**src/rtl/exec_state_pkg.sv**
```systemverilog
// Shared constants and types for the executive state controller.
// Assumes a six-bit condition register with fixed flag positions.
package exec_state_pkg;
    typedef enum logic [1:0] {
        EXIT_NORMAL = 2'b00,
        EXIT_SKIP   = 2'b01,
        EXIT_JUMP   = 2'b10,
        EXIT_RSVD   = 2'b11
    } exit_kind_e;

    localparam int CR_W        = 6;
    localparam int CR_BOUNDARY = 0;
    localparam int CR_DLOAD    = 1;
    localparam int CR_OPREL    = 2;
    localparam int CR_PSJUMP   = 3;
    localparam int CR_INTEN    = 4;
    localparam int CR_PSTATE   = 5;

    localparam logic [5:0] OP_HALT     = 6'o00;
    localparam logic [5:0] OP_PRIV_LO  = 6'o71;
    localparam logic [5:0] OP_CTRL     = 6'o77;
    localparam logic [5:0] SUB_EXEMPT0 = 6'o71;
    localparam logic [5:0] SUB_EXEMPT1 = 6'o72;
    localparam logic [5:0] REG_PROT_HI = 6'o40;
endpackage

```
**src/rtl/exec_pc_unit.sv**
```systemverilog
// Program counter update at instruction completion.
// Assumes suppress is asserted only together with done.
module exec_pc_unit
    import exec_state_pkg::*;
#(
    parameter int PC_W = 15
) (
    input  logic            clk,
    input  logic            rst_n,
    input  logic            done,
    input  logic            suppress,
    input  logic [1:0]      exit_kind,
    input  logic [PC_W-1:0] jump_addr,
    output logic [PC_W-1:0] pc
);
    localparam logic [PC_W-1:0] STEP1 = PC_W'(1);
    localparam logic [PC_W-1:0] STEP2 = PC_W'(2);

    // Advance, skip or load the counter when an instruction retires.
    always_ff @(posedge clk) begin
        if (!rst_n) begin
            pc <= '0;
        end else if (done && !suppress) begin
            case (exit_kind)
                EXIT_SKIP: pc <= pc + STEP2;
                EXIT_JUMP: pc <= jump_addr;
                default:   pc <= pc + STEP1;
            endcase
        end
    end

    a_r7_pc_hold: assert property (@(posedge clk) disable iff (!rst_n)
        (done && suppress) |=> $stable(pc));
    a_r2_skip_step: assert property (@(posedge clk) disable iff (!rst_n)
        (done && !suppress && exit_kind == EXIT_SKIP) |=> pc == $past(pc) + STEP2);
    a_r2_jump_load: assert property (@(posedge clk) disable iff (!rst_n)
        (done && !suppress && exit_kind == EXIT_JUMP) |=> pc == $past(jump_addr));
endmodule

```
**src/rtl/exec_priv_decode.sv**
```systemverilog
// Classifies a completing instruction as privileged for Program State.
// Pure combinational; the caller qualifies it with state and strobe.
module exec_priv_decode
    import exec_state_pkg::*;
(
    input  logic [5:0] op_major,
    input  logic [5:0] op_sub,
    input  logic       xfer_valid,
    input  logic [5:0] xfer_reg,
    output logic       priv
);
    logic is_halt, is_ctrl, is_exempt, is_prot_xfer;

    // Split the opcode into its privileged categories.
    always_comb begin
        is_halt      = (op_major == OP_HALT) && (op_sub[5:3] == 3'd0);
        is_exempt    = (op_major == OP_CTRL) &&
                       ((op_sub == SUB_EXEMPT0) || (op_sub == SUB_EXEMPT1));
        is_ctrl      = (op_major >= OP_PRIV_LO) && !is_exempt;
        is_prot_xfer = xfer_valid && (xfer_reg < REG_PROT_HI);
        priv         = is_halt || is_ctrl || is_prot_xfer;
    end
endmodule

```
**src/rtl/exec_cr_state.sv**
```systemverilog
// Executive mode flag, condition register and trap pulse.
// Assumes done/arm are single-cycle strobes from the retire stage.
module exec_cr_state
    import exec_state_pkg::*;
(
    input  logic            clk,
    input  logic            rst_n,
    input  logic            console_req,
    input  logic            done,
    input  logic [1:0]      exit_kind,
    input  logic            arm,
    input  logic            priv_op,
    input  logic            cr_wr,
    input  logic [CR_W-1:0] cr_wdata,
    output logic            exec_mode,
    output logic [CR_W-1:0] cr,
    output logic            suppress,
    output logic            trap
);
    logic in_prog, in_monitor;

    // Derive the current state and whether this retirement is blocked.
    always_comb begin
        in_prog    = exec_mode && cr[CR_PSTATE];
        in_monitor = exec_mode && !cr[CR_PSTATE];
        suppress   = done && in_prog && priv_op;
    end

    // Sequence state transitions, flag updates and the trap pulse.
    always_ff @(posedge clk) begin
        if (!rst_n) begin
            exec_mode <= 1'b0;
            cr        <= '0;
            trap      <= 1'b0;
        end else begin
            trap <= suppress;
            if (console_req) begin
                exec_mode      <= 1'b1;
                cr[CR_PSTATE]  <= 1'b0;
                cr[CR_PSJUMP]  <= 1'b0;
            end else if (done) begin
                if (suppress) begin
                    cr[CR_PSTATE] <= 1'b0;
                    cr[CR_PSJUMP] <= 1'b0;
                end else if (in_monitor && cr[CR_BOUNDARY] && exit_kind == EXIT_JUMP) begin
                    cr[CR_PSTATE]   <= 1'b1;
                    cr[CR_PSJUMP]   <= 1'b1;
                    cr[CR_BOUNDARY] <= 1'b0;
                end else if (in_monitor && arm) begin
                    cr[CR_BOUNDARY] <= 1'b1;
                end
            end else if (cr_wr) begin
                if (exec_mode) cr <= cr_wdata;
                else           cr[CR_INTEN] <= cr_wdata[CR_INTEN];
            end
        end
    end

    a_r3_console_enter: assert property (@(posedge clk) disable iff (!rst_n)
        console_req |=> (exec_mode && !cr[CR_PSTATE]));
    a_r10_bits_outside: assert property (@(posedge clk) disable iff (!rst_n)
        !exec_mode |-> (cr & ~(CR_W'(1) << CR_INTEN)) == '0);
    a_r7_trap_drops_state: assert property (@(posedge clk) disable iff (!rst_n)
        trap |-> !cr[CR_PSTATE]);
    a_r9_no_trap_monitor: assert property (@(posedge clk) disable iff (!rst_n)
        (done && !in_prog) |=> !trap);
    a_r5_entry_needs_arm: assert property (@(posedge clk) disable iff (!rst_n)
        $rose(cr[CR_PSTATE]) |-> $past(cr[CR_BOUNDARY]) || $past(cr_wr));
endmodule

```
**src/rtl/exec_state_ctrl.sv**
```systemverilog
// Top of the executive state controller: tracks mode/state, retires
// instructions into the program counter and traps privileged operations
// attempted in Program State. Assumes one retirement per cycle at most.
module exec_state_ctrl
    import exec_state_pkg::*;
#(
    parameter int PC_W = 15
) (
    input  logic            clk,
    input  logic            rst_n,
    input  logic            console_exec_req,
    input  logic            instr_done,
    input  logic [1:0]      exit_kind,
    input  logic [PC_W-1:0] jump_addr,
    input  logic [5:0]      op_major,
    input  logic [5:0]      op_sub,
    input  logic            xfer_valid,
    input  logic [5:0]      xfer_reg,
    input  logic            arm_boundary,
    input  logic            cr_write,
    input  logic [CR_W-1:0] cr_wdata,
    output logic [PC_W-1:0] pc,
    output logic            exec_mode,
    output logic            program_state,
    output logic [CR_W-1:0] cond_reg,
    output logic            priv_trap
);
    logic priv_op, suppress;

    exec_priv_decode u_decode (
        .op_major  (op_major),
        .op_sub    (op_sub),
        .xfer_valid(xfer_valid),
        .xfer_reg  (xfer_reg),
        .priv      (priv_op)
    );

    exec_cr_state u_state (
        .clk        (clk),
        .rst_n      (rst_n),
        .console_req(console_exec_req),
        .done       (instr_done),
        .exit_kind  (exit_kind),
        .arm        (arm_boundary),
        .priv_op    (priv_op),
        .cr_wr      (cr_write),
        .cr_wdata   (cr_wdata),
        .exec_mode  (exec_mode),
        .cr         (cond_reg),
        .suppress   (suppress),
        .trap       (priv_trap)
    );

    exec_pc_unit #(.PC_W(PC_W)) u_pc (
        .clk      (clk),
        .rst_n    (rst_n),
        .done     (instr_done),
        .suppress (suppress),
        .exit_kind(exit_kind),
        .jump_addr(jump_addr),
        .pc       (pc)
    );

    // Program State is meaningful only inside Executive mode.
    always_comb program_state = exec_mode && cond_reg[CR_PSTATE];

    a_r7_trap_single: assert property (@(posedge clk) disable iff (!rst_n)
        priv_trap |=> !priv_trap || $past(instr_done));
    a_r8_keep_state: assert property (@(posedge clk) disable iff (!rst_n)
        (instr_done && program_state && !priv_op && !console_exec_req) |=> program_state);
endmodule

```
**config.mk**
```make
export PLATFORM = sky130hd
export DESIGN_NAME = exec_state_ctrl
export DESIGN_NICKNAME = d
export VERILOG_FILES = /design/src/rtl/exec_state_pkg.sv /design/src/rtl/exec_pc_unit.sv /design/src/rtl/exec_priv_decode.sv /design/src/rtl/exec_cr_state.sv /design/src/rtl/exec_state_ctrl.sv
export SDC_FILE = /design/constraint.sdc
export NUM_CORES = 1
export LEC_CHECK = 0
export BUFFER_PORTS_ARGS = -buffer_cell sky130_fd_sc_hd__buf_2
export CORE_ASPECT_RATIO = 1.2
export CORE_MARGIN = 2
export CORE_UTILIZATION = 44
export CTS_CLUSTER_SIZE = 16
export DETAILED_ROUTE_END_ITERATION = 16
export PLACE_DENSITY = 0.85
export SLEW_MARGIN = 20
export SYNTH_ARGS = -nofsm -noshare
export SYNTH_HDL_FRONTEND = slang
export SYNTH_HIERARCHICAL = 1
export SYNTH_SLANG_ARGS = --single-unit
```
**constraint.sdc**
```tcl
create_clock -name clk -period 3.98 [get_ports clk]
set_input_delay 0 -clock clk [delete_from_list [all_inputs] [get_ports clk]]
set_output_delay 0 -clock clk [all_outputs]
set_load 0.02 [all_outputs]
```
==> results.toml <==
[sta]
timing.max_slew.rel_slack_pct = 31.07
setup_violations = 0
timing.final.max_slew_violations = 0
period_needed_ns = 1.997
worst_clock_skew_ns = 0.002219
sum_neg_setup_slack_ns = 0
fmax_ghz = 0.5008
hold_viol_final = 0
fin_hold_ws_ns = 0.04153
tightestPinTransition_ns = 1.032
setup_repair_after_global_routing_missed_its_margin = "no"
fin_crit_sh_pct = 50.17

[place]
place.detailed.hpwl_mm = 3.669
placed_cell_area_mm2 = 0.002102
io_buffers = 66
placed_cells_incl_taps = 345
gp_congestion = 0.8739

[grt]
gr-total-overflow = 0
first_global_vias = 1906
grt_util_all_layers_pct = 22.69
wire_length_of_the_first_global_routing_pass_mm = 8.052
grt_antenna_before_repair = 0
pin_count_of_the_biggest_net_entering_global_routing = 23

[clocking]
clockRootBuffer = "sky130_fd_sc_hd__clkbuf_8"
clk_pin_slew_worst_paths_ns = 0.09
insertion_delay_ns = 0.27
cts_tree = "yes"
clock_tree.buffer_depth = 2
cts_inserted_buffers = 3
cts_max_level = 1
cts.repair.resized = 0
cts.sink_count = 23

[yosys]
synth_warnings = 6
synth_area_leaders = "sky130_fd_sc_hd__dfxtp_1 (26%), sky130_fd_sc_hd__a21oi_1 (6.0%), sky130_fd_sc_hd__nand2_1 (5.8%), sky130_fd_sc_hd__o21ai_0 (5.2%), sky130_fd_sc_hd__nand3_1 (4.3%)"
syn-num-nets = 287
asyncSetResetFlopFracSynth_pct = 0
post-synth-top-area-fraction_pct = 26.32
postSynthCellCount = 235
ys_dominant_reg_cell = "sky130_fd_sc_hd__dfxtp_1"
post_synth_instance_area_mm2 = 0.001749
ys_ff_latch = 23
synthDistinctLibCells = 52
netlist.top_cell.by_area = "sky130_fd_sc_hd__dfxtp_1"
yosysSeqAreaShare_pct = 26.32
synth-edff-count = 0
postSynthAreaPerCell_um2 = 7.443

[critical_path]
crit_type = "in -> reg"
timing.critical_path.required_ns = 4.19
worst_ep_arrival_time_ns = 2.20
path_max_fanout = 22
nature_of_the_critical_path_startpoint = "input port"
crit_path_end_kind = "flop"

[job]
maxCapViolations = 0

[die]
placement_rows = 25
die_area_mm2 = 0.004498
num_io_pins = 72
floorplan.core_area_mm2 = 0.003879
starting_density_of_the_core_pct = 45.10
die_height_um = 73.07
floorplan.die.width_um = 61.56

[route]
drc = 0
via_count = 2063
detail_route.first_pass.iterations = 4
drt-wirelength-per-cell_um = 14.33
routed_wirelength_mm = 5.072
detail_route.iter0.violations = 200
drt-vias-per-instance = 5.828
drt.antenna.violating_nets = 0

[layout]
fillers = 394
antenna_cells = 0
multi_input_area_mm2 = 0.001195
finish.instance_area_mm2 = 0.002198
sequential_standard_cell_area_um2 = 460.4
final-instance-count-excl-fill = 354
nets = 353
post_route_cells_drive_above_1_share_pct = 26.67
layout_commonest_cell = "sky130_fd_sc_hd__buf_2"
top_library_cells_by_usage_in_the_layout_fill_and_taps_aside = "sky130_fd_sc_hd__buf_2 (66), sky130_fd_sc_hd__nand2_1 (27), sky130_fd_sc_hd__dfxtp_1 (23)"
area_growth_syn_to_layout_pct = 25.68

[hold_path]
worstHoldPathType = "in -> reg"

[pwr]
power.total_uw = 539.6
powerDensity_mw_per_mm2 = 245.4
ir_drop_v = 0.0001617
total_leakage_power_uw = 0.0009408

[run_status]
outcome = "complete, no violations"
## layer usage
metal / wire length, um / up-vias / global-route usage [%]
met5: 0 / - / 0
met2: 2590 / 105 / 41.05
met3: 428 / 8 / 3.369
met4: 58 / 0 / 8.038
li1: - / 1000 / -
met1: 1994 / 950 / 26.05
## flip-flops by register name, summed over array words and instances, names as in the netlist
name,count
u_pc/pc,15
u_state/cr,6
u_state/exec_mode,1
u_state/trap,1
## through the flow
step           worst slack, ns  utilization (%)
3_5_place_dp             1.772            54.19
3_3_place_gp             1.813            54.19
5_1_grt                  1.886            56.68
2_1_floorplan            2.140                -
4_1_cts                  2.042            56.68
6_report                 1.983            56.68
## cell usage after synthesis (2+ instances only)
cell type	count
sky130_fd_sc_hd__a2111oi_2	2
sky130_fd_sc_hd__buf_2	2
sky130_fd_sc_hd__nor4_1	3
sky130_fd_sc_hd__a31oi_1	4
sky130_fd_sc_hd__nand3_1	15
sky130_fd_sc_hd__a22oi_1	5
sky130_fd_sc_hd__mux2i_1	5
sky130_fd_sc_hd__ha_1	4
sky130_fd_sc_hd__o22ai_1	4
sky130_fd_sc_hd__and2_1	2
sky130_fd_sc_hd__nand2b_1	4
sky130_fd_sc_hd__nand2_1	27
sky130_fd_sc_hd__and3_1	3
sky130_fd_sc_hd__nor3_1	4
sky130_fd_sc_hd__o21a_1	2
sky130_fd_sc_hd__a21oi_1	21
sky130_fd_sc_hd__dfxtp_1	23
sky130_fd_sc_hd__nand4_1	5
sky130_fd_sc_hd__nor2_1	17
sky130_fd_sc_hd__a211oi_1	4
sky130_fd_sc_hd__o211a_1	3
sky130_fd_sc_hd__a32o_1	2
sky130_fd_sc_hd__nand3b_1	2
sky130_fd_sc_hd__o211ai_1	2
sky130_fd_sc_hd__clkbuf_1	6
sky130_fd_sc_hd__and4_2	2
sky130_fd_sc_hd__xnor2_1	4
sky130_fd_sc_hd__nor2b_1	7
sky130_fd_sc_hd__o21ai_0	18
sky130_fd_sc_hd__inv_1	11
## final cells by class
| cell class | count | area share, % |
|---|---|---|
| Inverter | 11 | 1.878 |
| Sequential cell | 23 | 20.94 |
| Multi-Input combinational cell | 190 | 54.35 |
| Tap cell | 54 | 3.073 |
| Clock buffer | 3 | 1.878 |
| Clock inverter | 1 | 0.2277 |
| Timing Repair Buffer | 72 | 17.64 |
## critical path: stages
cell and delay, ns:
sky130_fd_sc_hd__buf_2 0.10, sky130_fd_sc_hd__inv_1 0.04, sky130_fd_sc_hd__ha_1 0.56, sky130_fd_sc_hd__nor2b_1 0.91, sky130_fd_sc_hd__a21oi_1 0.18, sky130_fd_sc_hd__o21ai_0 0.14
sky130_fd_sc_hd__o21ai_0 0.12, sky130_fd_sc_hd__a21oi_1 0.14
## timing repair
item                                   4_1_cts  5_1_grt
setup buffers                                0        0
hold buffers                                 5        0
endpoints found under the hold margin        5        0
## where the power goes
group	internal [uW]	switching, uW
combinational	57.1	77.7
clock	70.0	81.8
sequential	238	14.5
## logic make-up after synthesis
| group | Yosys count | share of synthesized area (%) |
|---|---|---|
| AOI/OAI and AO/OA | 77 | 29.33 |
| xor gates and xnor gates | 5 | 2.503 |
| adders and majority gates | 4 | 2.861 |
| buffers and inverters | 22 | 5.364 |
| DFF | 23 | 26.32 |
| muxes | 5 | 2.861 |
| and+or+nand+nor | 99 | 30.76 |
## final timing paths
path / slack [ns] / start / depth (start not counted) / end
worst min-delay path: 0.04 / jump_addr[0] / 3 / u_pc/pc[0]
worst min register to register: 0.49 / u_state/cr[3] / 1 / u_state/cr[3]
worst max register to register: 2.04 / u_pc/pc[2] / 6 / u_pc/pc[11]
worst max-delay path: 1.98 / exit_kind[0] / 8 / u_pc/pc[5]
Note: power is estimated with default switching activity, not from simulation.
